===== config.mk =====
export PLATFORM = sky130hd
export DESIGN_NAME = cfg_stream_loader
export DESIGN_NICKNAME = d
export VERILOG_FILES = /design/src/rtl/cfg_ld_pkg.sv /design/src/rtl/cfg_ld_timer.sv /design/src/rtl/cfg_ld_scan.sv /design/src/rtl/cfg_stream_loader.sv
export SDC_FILE = /design/constraint.sdc
export NUM_CORES = 1
export LEC_CHECK = 0
export BUFFER_PORTS_ARGS = -buffer_cell sky130_fd_sc_hd__buf_2
export CAP_MARGIN = 20
export CORE_MARGIN = 2
export CORE_UTILIZATION = 56
export CTS_BUF_LIST = sky130_fd_sc_hd__clkbuf_2 sky130_fd_sc_hd__clkbuf_4 sky130_fd_sc_hd__clkbuf_8
export CTS_CLUSTER_SIZE = 24
export DETAILED_ROUTE_END_ITERATION = 6
export GPL_ROUTABILITY_DRIVEN = 0
export PLACE_DENSITY_LB_ADDON = 0.2
export SETUP_SLACK_MARGIN = 0.1
export SLEW_MARGIN = 25
export SYNTH_ARGS = -nofsm -noshare
export SYNTH_HDL_FRONTEND = slang
export SYNTH_HIERARCHICAL = 1
export SYNTH_SLANG_ARGS = --single-unit

===== constraint.sdc =====
create_clock -name clk -period 2.7 [get_ports clk]
set_input_delay 0.405 -clock clk [delete_from_list [all_inputs] [get_ports clk]]
set_output_delay 0.405 -clock clk [all_outputs]
set_load 0.005 [all_outputs]

===== src/rtl/cfg_ld_pkg.sv =====
package cfg_ld_pkg;

  typedef enum logic [2:0] {
    RES_OK         = 3'd0,
    RES_BAD_IMAGE  = 3'd1,
    RES_NO_STORE   = 3'd2,
    RES_INIT_LOST  = 3'd3,
    RES_TIMEOUT    = 3'd4
  } res_e;

  typedef enum logic [3:0] {
    S_IDLE, S_SCAN, S_CHECK, S_PULSE, S_INIT_POLL, S_FETCH_HI, S_FETCH_LO,
    S_TX_POLL, S_WRITE, S_POST, S_DONE_POLL, S_WAIT, S_FAIL
  } st_e;

  localparam logic [7:0] MARK_FIRST  = 8'hFF;
  localparam logic [7:0] MARK_SECOND = 8'h20;
  localparam logic [3:0] HS_SIG      = 4'h5;

  function automatic logic [15:0] pack_word(input logic [7:0] b_lo_addr,
                                            input logic [7:0] b_hi_addr);
    return {b_lo_addr, b_hi_addr};
  endfunction

  function automatic logic tail_is_odd(input logic [31:0] len,
                                       input logic [31:0] pos);
    logic [31:0] rem;
    rem = len - pos;
    return rem[0];
  endfunction

endpackage


===== src/rtl/cfg_ld_timer.sv =====
module cfg_ld_timer #(
  parameter int UNIT_CYC = 2,
  parameter int UW       = 4
) (
  input  logic          clk,
  input  logic          rst_n,
  input  logic          load,
  input  logic [UW-1:0] units,
  output logic          fire
);
  localparam int CW = (UNIT_CYC > 1) ? $clog2(UNIT_CYC) : 1;
  localparam logic [CW-1:0] CYC_TOP = CW'(UNIT_CYC - 1);

  logic          running;
  logic [CW-1:0] cyc_cnt;
  logic [UW-1:0] unit_cnt;

  always_ff @(posedge clk or negedge rst_n) begin
    if (!rst_n) begin
      running  <= 1'b0;
      cyc_cnt  <= '0;
      unit_cnt <= '0;
      fire     <= 1'b0;
    end else begin
      fire <= 1'b0;
      if (load) begin
        running  <= 1'b1;
        cyc_cnt  <= CYC_TOP;
        unit_cnt <= units;
      end else if (running) begin
        if (cyc_cnt == '0) begin
          if (unit_cnt <= UW'(1)) begin
            running <= 1'b0;
            fire    <= 1'b1;
          end else begin
            unit_cnt <= unit_cnt - UW'(1);
            cyc_cnt  <= CYC_TOP;
          end
        end else begin
          cyc_cnt <= cyc_cnt - CW'(1);
        end
      end
    end
  end
endmodule


===== src/rtl/cfg_ld_scan.sv =====
module cfg_ld_scan
  import cfg_ld_pkg::*;
#(
  parameter int AW = 16
) (
  input  logic          clk,
  input  logic          rst_n,
  input  logic          go,
  input  logic [AW-1:0] len,
  input  logic [7:0]    byte_in,
  output logic [AW-1:0] addr,
  output logic          fin,
  output logic          found,
  output logic [AW-1:0] pos
);
  logic          active;
  logic          prev_first;
  logic [AW-1:0] idx;

  assign addr = idx;

  always_ff @(posedge clk or negedge rst_n) begin
    if (!rst_n) begin
      active     <= 1'b0;
      prev_first <= 1'b0;
      idx        <= '0;
      fin        <= 1'b0;
      found      <= 1'b0;
      pos        <= '0;
    end else begin
      fin <= 1'b0;
      if (go) begin
        active     <= 1'b1;
        prev_first <= 1'b0;
        idx        <= '0;
      end else if (active) begin
        if (idx == len) begin
          active <= 1'b0;
          fin    <= 1'b1;
          found  <= 1'b0;
        end else if (prev_first && byte_in == MARK_SECOND) begin
          active <= 1'b0;
          fin    <= 1'b1;
          found  <= 1'b1;
          pos    <= idx - AW'(1);
        end else begin
          prev_first <= (byte_in == MARK_FIRST);
          idx        <= idx + AW'(1);
        end
      end
    end
  end
endmodule


===== src/rtl/cfg_stream_loader.sv =====
module cfg_stream_loader
  import cfg_ld_pkg::*;
#(
  parameter int ADDR_W      = 16,
  parameter int UNIT_CYC    = 2,
  parameter int PULSE_UNITS = 4,
  parameter int SLOW_UNITS  = 3,
  parameter int FAST_UNITS  = 1,
  parameter int GAP_UNITS   = 5,
  parameter int INIT_POLLS  = 50,
  parameter int TX_POLLS    = 100,
  parameter int DONE_POLLS  = 200,
  parameter int ATTEMPTS    = 3
) (
  input  logic              clk,
  input  logic              rst_n,
  input  logic              start,
  input  logic [ADDR_W-1:0] img_len,
  output logic [ADDR_W-1:0] mem_addr,
  input  logic [7:0]        mem_data,
  input  logic              store_ok,
  input  logic              stat_init,
  input  logic              stat_txrdy,
  input  logic [3:0]        stat_ver,
  input  logic              stat_done,
  output logic              bus_rst_o,
  output logic              reload_o,
  output logic              prog_o,
  output logic              wr_stb,
  output logic [15:0]       wr_data,
  output logic              busy,
  output logic              res_valid,
  output logic [2:0]        err_code
);
  localparam int MAX_UNITS = (PULSE_UNITS > GAP_UNITS) ?
                             ((PULSE_UNITS > SLOW_UNITS) ? PULSE_UNITS : SLOW_UNITS) :
                             ((GAP_UNITS > SLOW_UNITS) ? GAP_UNITS : SLOW_UNITS);
  localparam int UW    = $clog2(MAX_UNITS + 1);
  localparam int MAXP  = (DONE_POLLS > TX_POLLS) ?
                         ((DONE_POLLS > INIT_POLLS) ? DONE_POLLS : INIT_POLLS) :
                         ((TX_POLLS > INIT_POLLS) ? TX_POLLS : INIT_POLLS);
  localparam int PW    = $clog2(MAXP + 1);
  localparam int AT_W  = $clog2(ATTEMPTS + 1);
  localparam logic [UW-1:0] U_PULSE = UW'(PULSE_UNITS);
  localparam logic [UW-1:0] U_SLOW  = UW'(SLOW_UNITS);
  localparam logic [UW-1:0] U_FAST  = UW'(FAST_UNITS);
  localparam logic [UW-1:0] U_GAP   = UW'(GAP_UNITS);

  st_e               st, ret_st;
  logic [1:0]        ph;
  logic              ph_hi, final_q, mode_hs, found_q;
  logic [AT_W-1:0]   attempt;
  logic [PW-1:0]     poll;
  res_e              fail_code, err_q;
  logic [ADDR_W-1:0] wi, len_q, pos_q;
  logic [7:0]        hi_byte;
  logic [15:0]       word_q;

  logic              tm_load, tm_fire, scan_go, scan_fin, scan_found;
  logic [UW-1:0]     tm_units;
  logic [ADDR_W-1:0] scan_addr, scan_pos;

  cfg_ld_timer #(.UNIT_CYC(UNIT_CYC), .UW(UW)) timer_i (
    .clk(clk), .rst_n(rst_n), .load(tm_load), .units(tm_units), .fire(tm_fire));

  cfg_ld_scan #(.AW(ADDR_W)) scan_i (
    .clk(clk), .rst_n(rst_n), .go(scan_go), .len(len_q), .byte_in(mem_data),
    .addr(scan_addr), .fin(scan_fin), .found(scan_found), .pos(scan_pos));

  // named event wires, also used by the checker
  logic ev_write, ev_last_word, ev_reject;
  assign ev_write     = (st == S_WRITE);
  assign ev_last_word = (wi + ADDR_W'(2) == len_q);
  assign ev_reject    = !found_q || tail_is_odd(32'(len_q), 32'(pos_q));

  always_comb begin
    unique case (st)
      S_SCAN:     mem_addr = scan_addr;
      S_FETCH_LO: mem_addr = wi + ADDR_W'(1);
      default:    mem_addr = wi;
    endcase
  end

  assign bus_rst_o = (st == S_PULSE) && ph_hi && (ph == 2'd0);
  assign reload_o  = (st == S_PULSE) && ph_hi && (ph == 2'd1);
  assign prog_o    = (st == S_PULSE) && ph_hi && (ph == 2'd2);
  assign wr_stb    = ev_write;
  assign wr_data   = word_q;
  assign busy      = (st != S_IDLE);
  assign err_code  = err_q;

  always_ff @(posedge clk or negedge rst_n) begin
    if (!rst_n) begin
      st <= S_IDLE;       ret_st <= S_IDLE;
      ph <= '0;           ph_hi <= 1'b0;     final_q <= 1'b0;
      mode_hs <= 1'b0;    found_q <= 1'b0;   attempt <= '0;
      poll <= '0;         fail_code <= RES_OK; err_q <= RES_OK;
      wi <= '0;           len_q <= '0;       pos_q <= '0;
      hi_byte <= '0;      word_q <= '0;      res_valid <= 1'b0;
      tm_load <= 1'b0;    tm_units <= '0;    scan_go <= 1'b0;
    end else begin
      tm_load <= 1'b0;
      scan_go <= 1'b0;
      unique case (st)
        S_IDLE: if (start) begin
          len_q     <= img_len;
          res_valid <= 1'b0;
          attempt   <= '0;
          scan_go   <= 1'b1;
          st        <= S_SCAN;
        end
        S_SCAN: if (scan_fin) begin
          found_q <= scan_found;
          pos_q   <= scan_pos;
          st      <= S_CHECK;
        end
        S_CHECK: begin
          if (ev_reject) begin
            err_q <= RES_BAD_IMAGE; res_valid <= 1'b1; st <= S_IDLE;
          end else if (!store_ok) begin
            err_q <= RES_NO_STORE; res_valid <= 1'b1; st <= S_IDLE;
          end else begin
            ph <= 2'd0; ph_hi <= 1'b1; final_q <= 1'b0;
            tm_load <= 1'b1; tm_units <= U_PULSE; st <= S_PULSE;
          end
        end
        S_PULSE: if (tm_fire) begin
          if (ph_hi) begin
            ph_hi <= 1'b0; tm_load <= 1'b1; tm_units <= U_PULSE;
          end else if (final_q && ph == 2'd1) begin
            err_q <= RES_OK; res_valid <= 1'b1; st <= S_IDLE;
          end else if (ph == 2'd2) begin
            poll <= '0; st <= S_INIT_POLL;
          end else begin
            ph <= ph + 2'd1; ph_hi <= 1'b1; tm_load <= 1'b1; tm_units <= U_PULSE;
          end
        end
        S_INIT_POLL: begin
          if (stat_init) begin
            mode_hs <= (stat_ver == HS_SIG);
            wi      <= pos_q;
            st      <= S_FETCH_HI;
          end else if (poll == PW'(INIT_POLLS - 1)) begin
            fail_code <= RES_TIMEOUT; st <= S_FAIL;
          end else begin
            poll <= poll + PW'(1); tm_load <= 1'b1; tm_units <= U_SLOW;
            ret_st <= S_INIT_POLL; st <= S_WAIT;
          end
        end
        S_WAIT: if (tm_fire) st <= ret_st;
        S_FETCH_HI: begin
          hi_byte <= mem_data;
          st      <= S_FETCH_LO;
        end
        S_FETCH_LO: begin
          word_q <= pack_word(hi_byte, mem_data);
          if (mode_hs) begin
            poll <= '0; st <= S_TX_POLL;
          end else begin
            tm_load <= 1'b1; tm_units <= U_GAP; ret_st <= S_WRITE; st <= S_WAIT;
          end
        end
        S_TX_POLL: begin
          if (stat_txrdy) begin
            st <= S_WRITE;
          end else if (poll == PW'(TX_POLLS - 1)) begin
            fail_code <= RES_TIMEOUT; st <= S_FAIL;
          end else begin
            poll <= poll + PW'(1); tm_load <= 1'b1; tm_units <= U_FAST;
            ret_st <= S_TX_POLL; st <= S_WAIT;
          end
        end
        S_WRITE: st <= S_POST;
        S_POST: begin
          if (!stat_init) begin
            fail_code <= RES_INIT_LOST; st <= S_FAIL;
          end else if (ev_last_word) begin
            poll <= '0; st <= S_DONE_POLL;
          end else begin
            wi <= wi + ADDR_W'(2); st <= S_FETCH_HI;
          end
        end
        S_DONE_POLL: begin
          if (stat_done) begin
            final_q <= 1'b1; ph <= 2'd0; ph_hi <= 1'b1;
            tm_load <= 1'b1; tm_units <= U_PULSE; st <= S_PULSE;
          end else if (poll == PW'(DONE_POLLS - 1)) begin
            fail_code <= RES_TIMEOUT; st <= S_FAIL;
          end else begin
            poll <= poll + PW'(1); tm_load <= 1'b1; tm_units <= U_SLOW;
            ret_st <= S_DONE_POLL; st <= S_WAIT;
          end
        end
        S_FAIL: begin
          if (attempt == AT_W'(ATTEMPTS - 1)) begin
            err_q <= fail_code; res_valid <= 1'b1; st <= S_IDLE;
          end else begin
            attempt <= attempt + AT_W'(1);
            ph <= 2'd0; ph_hi <= 1'b1; final_q <= 1'b0;
            tm_load <= 1'b1; tm_units <= U_PULSE; st <= S_PULSE;
          end
        end
        default: st <= S_IDLE;
      endcase
    end
  end
endmodule


==> results of run 1 <==
critical path, stage by stage (launching register included):
cell	delay, ns
dfrtp_2	0.45
buf_6	0.14
ha_4	0.14
nand2_1	0.07
or4_1	0.48
a221o_1	0.38
nor2_4	0.15
nand4_4	0.18
a31o_4	0.36
clkbuf_16	0.18
a32oi_1	0.15
flip-flops by register name, indices dropped and copies added, names as in the netlist, 3 cells and up:
name              flops
err_code              3
wr_data              16
poll                  8
hi_byte               8
scan_i/addr          16
st                    4
timer_i/unit_cnt      3
scan_i/pos           16
ret_st                4
len_q                16
pos_q                16
tm_units              3
wi                   16
routing by layer:
| layer | track usage, % | vias up |
|---|---|---|
| li1 | - | 3784 |
| met1 | 40.3 | 3964 |
| met2 | 47.2 | 350 |
| met3 | 6.76 | 57 |
| met4 | 10.0 | 0 |
| met5 | 0 | - |
area by class of cell:
cell class	instances	area share [%]
well taps	216	2.47
repair buffers	183	12.0
multi-input cells	735	46.9
clock buffers	20	2.40
inverters	28	0.960
clock inverters	12	1.11
flip-flops and latches	149	34.1
through the flow:
stage | TNS, ns | instance area (sq um) | hold WS, ns | power (mW) | util [%]
6_report | -0.915 | 10900 | 0.155 | 10.2 | 69.1
5_1_grt | -2.08 | 10900 | 0.129 | 10.8 | 69.1
4_1_cts | -0.0247 | 10700 | 0.133 | 9.96 | 67.7
3_5_place_dp | 0 | 9950 | 0.441 | 7.94 | 62.8
3_3_place_gp | 0 | 9950 | 0.444 | 7.84 | 62.8
2_1_floorplan | 0 | 9010 | 0.109 | 6.35 | -
cells in the final DEF (no fill, tap or decap), drive strengths merged, types with 7 or more instances in the layout:
| master | netlist | final |
|---|---|---|
| nor4 | 9 | 9 |
| nor2 | 78 | 78 |
| buf | 26 | 181 |
| nor3 | 31 | 31 |
| inv | 28 | 32 |
| and3 | 9 | 9 |
| dfrtp | 149 | 149 |
| nand3 | 46 | 46 |
| xnor2 | 39 | 39 |
| mux2 | 70 | 70 |
| mux2i | 7 | 7 |
| nand2b | 7 | 7 |
| or3 | 8 | 8 |
| xor2 | 12 | 12 |
| a31oi | 7 | 7 |
| clkbuf | 36 | 21 |
| nand2 | 145 | 145 |
| a21oi | 21 | 21 |
| or4 | 9 | 9 |
| o21ai | 53 | 53 |
| nor2b | 14 | 14 |
| o311ai | 8 | 8 |
| nand4 | 33 | 34 |
| ha | 13 | 13 |
| o31ai | 8 | 8 |
| a22oi | 14 | 14 |
worst max path at each step:
stage	to	from	depth (start not counted)
after floorplan	wi[2]$_DFFE_PN0P_	wi[2]$_DFFE_PN0P_	8
after global placement	wi[2]$_DFFE_PN0P_	wi[3]$_DFFE_PN0P_	8
after detailed placement	wi[15]$_DFFE_PN0P_	wi[7]$_DFFE_PN0P_	9
after CTS	mem_addr[14]	wi[1]$_DFFE_PN0P_	8
after global routing	mem_addr[13]	wi[1]$_DFFE_PN0P_	10
final	wi[9]$_DFFE_PN0P_	wi[1]$_DFFE_PN0P_	10
power breakdown:
part	internal (mW)	total (mW)	leakage [nW]	switching [mW]
Sequential	2.81	3.45	1.92	0.640
Clock	0.789	1.71	0.189	0.918
Combinational	2.34	5.05	2.83	2.71
Total	5.94	10.2	4.93	4.27
what timing repair did:
action                                  4_1_cts  5_1_grt
endpoints found under the setup margin       32       39
setup buffers                                25        7
gates cloned                                  1        1
hold buffers                                  1        0
hold endpoints to repair                     63        0
resized for setup                            40       40
pin swaps                                    21       20
kinds of logic (layout without fill, tap and decap cells):
kind of cell,after synthesis,in the layout,synth area share [%]
multiplexers,77,77,9.95
AND/OR/NAND/NOR,425,426,24.2
AO/OA/AOI/OAI,167,167,12.9
buffers and inverters,90,243,4.50
XOR/XNOR,52,52,5.21
adder cells (fa/ha/maj),13,13,1.81
flip-flops,149,149,41.4
==> flow_metrics.env, run 1 <==
export IMPL_area_delta_synth_final_pct=21.5
export IMPL_wl_met1_mm=10.5
export IMPL_max_cap_viol_count=0
export IMPL_floorplan_initialDensity_pct=56.9
export IMPL_first_global_vias=7325
export IMPL_arrival_ns=3.16
export IMPL_wl_per_cell_um=18.6
export IMPL_hold_class="primary input to flop"
export IMPL_final_cell_count_no_fill=1343
export IMPL_port_buffers=75
export IMPL_endpoint_kind="flop"
export IMPL_synth_area_top_cells="dfrtp_1 (41%), mux2_2 (7.5%), nand2_1 (6.0%)"
export IMPL_hold_viol_final=0
export IMPL_dp_slack_ns=0.0767
export IMPL_synth_seq_cells=149
export IMPL_cts_tree="built"
export IMPL_failed_checks="setup timing"
export IMPL_required_ns=3.10
export IMPL_fill_cells=1194
export IMPL_numCtsBuffers=17
export IMPL_finalWorstSetupSlack_ns=-0.0661
export IMPL_cp_start_kind="flop"
export IMPL_setup_worst_path_class="flop to flop"
export IMPL_finalMaxSlewViolations=0
export IMPL_grt_ovfl_total=0
export IMPL_final_antenna_net_count=0
export IMPL_min_from="img_len[13]"
export IMPL_dp_cells=1276
export IMPL_grt_max_degree=67
export IMPL_final_period_utilization_pct=102
export IMPL_synth_area_sq_um=9010
export IMPL_rsz0062_at_grt="true"
export IMPL_htree_levels=4
export IMPL_drt_initial_drc_count=651
export IMPL_die_w_um=131
export IMPL_ff2ff_setup_slack_ns=-0.07
export IMPL_ir_worst_vdd_mv=0.504
export IMPL_r2r_end="wi[9]$_DFFE_PN0P_"
export IMPL_setup_viol_count_final=21
export IMPL_root_buffer="clkbuf_8"
export IMPL_clock_sinks=149
export IMPL_grt_pass1_wl_mm=38.8
export IMPL_synth_cell_type_count=79
export IMPL_synth_cells=973
export IMPL_post_route_cells_drive_above_1_share_pct=31.9
export IMPL_insertion_delay_ns=0.48
export IMPL_topRoutingLayerUsed="met4"
export IMPL_holdPathStages=2
export IMPL_dieArea_sq_um=17100
export IMPL_synth_top_area_share_pct=41.4
export IMPL_path_max_fanout=6
export IMPL_yosysSeqAreaShare_pct=41.4
export IMPL_multiInputGateArea_sq_um=5130
export IMPL_antenna_found_initial=0
export IMPL_synth_top_area_cell="dfrtp_1"
export IMPL_synth_nets=1021
export IMPL_fin_skew_ns=0.0221
export IMPL_power_per_cell_area_nw_per_um2=933
export IMPL_io_pins=76
export IMPL_fp_coreArea_sq_um=15800
export IMPL_min_delay_worst_endpoint="len_q[13]$_DFFE_PN0P_"
export IMPL_avgSynthCellArea_sq_um=9.26
export IMPL_final_nets=1162
export IMPL_yosysWarningCount=6
export IMPL_worst_pin_slew_ns=0.653
export IMPL_synth_flop_cell="dfrtp_1"
export IMPL_n_antenna_cell=0
export IMPL_hpwl_mm=17.6
export IMPL_cts_path_max_buffers=2
export IMPL_status="finished with violations"
export IMPL_drc_errors=0
export IMPL_r2r_start="wi[1]$_DFFE_PN0P_"
export IMPL_die_h_um=131
export IMPL_area_sequential_sq_um=3740
export IMPL_yosysMostFrequentCell="dfrtp_1"
export IMPL_rows=46
export IMPL_period_needed_ns=2.77
export IMPL_p_leak_nw=4.93
export IMPL_route_met3_wl_mm=1.97
export IMPL_async_reset_ff_share_pct=100
export IMPL_firstDrtPassIters=6
export IMPL_viasPerCell=6.07
export IMPL_dr_total_vias=8155
export IMPL_grt_usage_pct=29.7
export IMPL_clk_pin_slew_ns=0.10
export IMPL_synth_edf_count=0
export IMPL_maxSlewHeadroom_pct=56.5
export IMPL_max_freq_ghz=0.362
export IMPL_wl_met2_mm=11.9
export IMPL_wl_mm=25.0
export IMPL_synthTopCellsByCount="dfrtp_1 (149), nand2_1 (145), nor2_1 (77)"
export IMPL_reg2reg_depth=10
(Power assumes the default switching activity.)
==> run 2, diff against run 1 <==
--- a/config.mk
+++ b/config.mk
@@ -8,7 +8,7 @@
 export BUFFER_PORTS_ARGS = -buffer_cell sky130_fd_sc_hd__buf_2
 export CAP_MARGIN = 20
 export CORE_MARGIN = 2
-export CORE_UTILIZATION = 56
+export CORE_UTILIZATION = 40
 export CTS_BUF_LIST = sky130_fd_sc_hd__clkbuf_2 sky130_fd_sc_hd__clkbuf_4 sky130_fd_sc_hd__clkbuf_8
 export CTS_CLUSTER_SIZE = 24
 export DETAILED_ROUTE_END_ITERATION = 6
==> run 2 against run 1 <==
  * The run still ends with setup timing left
  * Non-clock buffer count rose by 20
  * Critical path depth fell by 2
  * Design area rose by 3.1%
  * Utilization fell by 18 points
  * Routed wire length rose by 6.5%
  * Fmax rose by 0.88%
  * Critical path type is now flop to output pin
  * Highest routed layer unchanged
==> flow_metrics.env, run 2 (same netlist as run 1, synthesis figures left out) <==
export IMPL_cts_tree="built"
export IMPL_status="finished with violations"
export IMPL_use_met3_pct=3.89
export IMPL_final_cell_count_no_fill=1425
export IMPL_setup_viol_count_final=1
export IMPL_final_antenna_net_count=0
export IMPL_io_pins=76
export IMPL_antenna_found_initial=0
export IMPL_root_buffer="clkbuf_8"
export IMPL_reg2reg_depth=9
export IMPL_min_from="img_len[5]"
export IMPL_fp_coreArea_sq_um=22000
export IMPL_max_cap_viol_count=0
export IMPL_endpoint_kind="output pin"
export IMPL_r2r_start="wi[1]$_DFFE_PN0P_"
export IMPL_p_total_mw=10.5
export IMPL_ff2ff_setup_slack_ns=0.02
export IMPL_cpPeakStageDelay_ns=0.43
export IMPL_hold_viol_final=0
export IMPL_n_antenna_cell=0
export IMPL_rsz0062_at_grt="true"
export IMPL_finalMaxSlewViolations=0
export IMPL_dp_cells=1354
export IMPL_fill_cells=2068
export IMPL_use_met1_pct=30.0
export IMPL_critPathSlowestCell="dfrtp_1"
export IMPL_worst_pin_slew_ns=0.656
export IMPL_p_leak_nw=5.08
export IMPL_required_ns=2.30
export IMPL_pwr_share_seq_pct=33.1
export IMPL_htree_levels=4
export IMPL_combPwrFrac_pct=49.8
export IMPL_drt_initial_drc_count=581
export IMPL_cts_path_max_buffers=2
export IMPL_arrival_ns=2.34
export IMPL_first_global_vias=7804
export IMPL_critical_path_cell_chain="buf_6 > ha_4 > nand4_1 > buf_4 > or2_4 > o311ai_4 > buf_4 > buf_6"
export IMPL_setup_worst_path_class="flop to output pin"
export IMPL_period_needed_ns=2.74
export IMPL_finalWorstSetupSlack_ns=-0.0420
export IMPL_drc_errors=0
export IMPL_final_cell_mix="dfrtp_1 (140), nand2_1 (138), buf_4 (108)"
export IMPL_worst_hold_slack_ns=0.171
export IMPL_area_sequential_sq_um=3740
export IMPL_hold_class="primary input to flop"
export IMPL_power_per_cell_area_nw_per_um2=929
export IMPL_path_max_fanout=3
export IMPL_die_w_um=154
export IMPL_clock_sinks=149
export IMPL_dieArea_sq_um=23700
export IMPL_wl_per_cell_um=18.7
export IMPL_rows=54
export IMPL_wl_mm=26.7
export IMPL_startpoint="wi[1]$_DFFE_PN0P_"
export IMPL_holdPathStages=2
export IMPL_floorplan_initialDensity_pct=41.0
export IMPL_grtUsageMet2_pct=37.2
export IMPL_grt_busiest_layer="met2"
export IMPL_max_freq_ghz=0.365
export IMPL_port_buffers=75
export IMPL_utilization_pct=51.4
export IMPL_p_sw_mw=4.34
export IMPL_switching_share_pct=41.4
export IMPL_ir_worst_vdd_mv=0.464
export IMPL_grt_max_degree=59
export IMPL_insertion_delay_ns=0.46
export IMPL_viasPerCell=5.64
export IMPL_grt_ovfl_total=0
export IMPL_final_nets=1181
export IMPL_numCtsBuffers=17
export IMPL_failed_checks="setup timing"
export IMPL_grt_usage_pct=22.5
export IMPL_clk_pin_slew_ns=0.09
export IMPL_p_int_mw=6.15
export IMPL_pwr_share_clk_pct=17.1
export IMPL_area_delta_synth_final_pct=25.3
export IMPL_fin_skew_ns=0.0156
export IMPL_final_period_utilization_pct=102
export IMPL_maxSlewHeadroom_pct=55.9
export IMPL_dr_total_vias=8040
export IMPL_layout_commonest_cell="dfrtp_1"
export IMPL_hpwl_mm=19.0
export IMPL_grt_pass1_wl_mm=42.1
export IMPL_cp_start_kind="flop"
export IMPL_firstDrtPassIters=7
export IMPL_die_h_um=154
export IMPL_post_route_cells_drive_above_1_share_pct=34.0
export IMPL_multiInputGateArea_sq_um=5200
run 2: per-stage QoR:
stage	setup TNS (ns)	cell area [sq um]	setup slack, ns
CTS	0	11000	0.0522
detailed placement	0	10100	0.0526
global placement	0	10100	0.0501
finish	-0.0420	11300	-0.0420
floorplan	0	9010	0.116
global route	-1.84	11300	-0.115
run 2: worst paths after layout:
| check | end |
|---|---|
| max in group asynchronous | scan_i/addr[9]$_DFFE_PN0P_ |
| worst min register to register | wr_data[12]$_DFFE_PN0P_ |
| min in group asynchronous | wi[13]$_DFFE_PN0P_ |
| worst max-delay path | mem_addr[8] |
| worst max register to register | wi[2]$_DFFE_PN0P_ |
| worst min-delay path | len_q[5]$_DFFE_PN0P_ |
run 2: timing repair:
item,CTS,global route
setup buffers,25,12
setup endpoints to repair,33,39
gates resized for setup,55,48
pin swaps,19,30
hold buffers,1,0
cloned,1,1
endpoints found under the hold margin,54,0
run 2: worst max-delay path, delay by kind of cell (launching register included):
family	cells	cell delay, ns
and+or+nand+nor	2	0.44
AOI/OAI and AO/OA	1	0.29
adders and majority gates	1	0.14
buffers and inverters	4	0.58
DFF	1	0.43
run 2: area by class of cell:
| class | instances | share of cell area [%] |
|---|---|---|
| sequential | 149 | 33.1 |
| clock buffer | 20 | 2.33 |
| timing repair buffer | 203 | 13.4 |
| inverter | 28 | 0.931 |
| tap | 280 | 3.10 |
| multi-input combinational | 734 | 46.0 |
| clock inverter | 11 | 1.11 |
run 2: per-layer routing:
metal | vias to the layer above | part of all wire [%]
li1 | 3803 | -
met1 | 3964 | 45
met2 | 238 | 48
met3 | 35 | 4.8
met4 | 0 | 2.0
met5 | - | 0
run 2: power groups by stage:
stage	Sequential [mW]	Clock, mW	Combinational, mW
floorplan	3.20	0	3.15
global placement	3.51	0	4.52
detailed placement	3.51	0	4.57
CTS	3.47	1.83	4.95
global route	3.57	1.92	5.69
finish	3.47	1.79	5.22
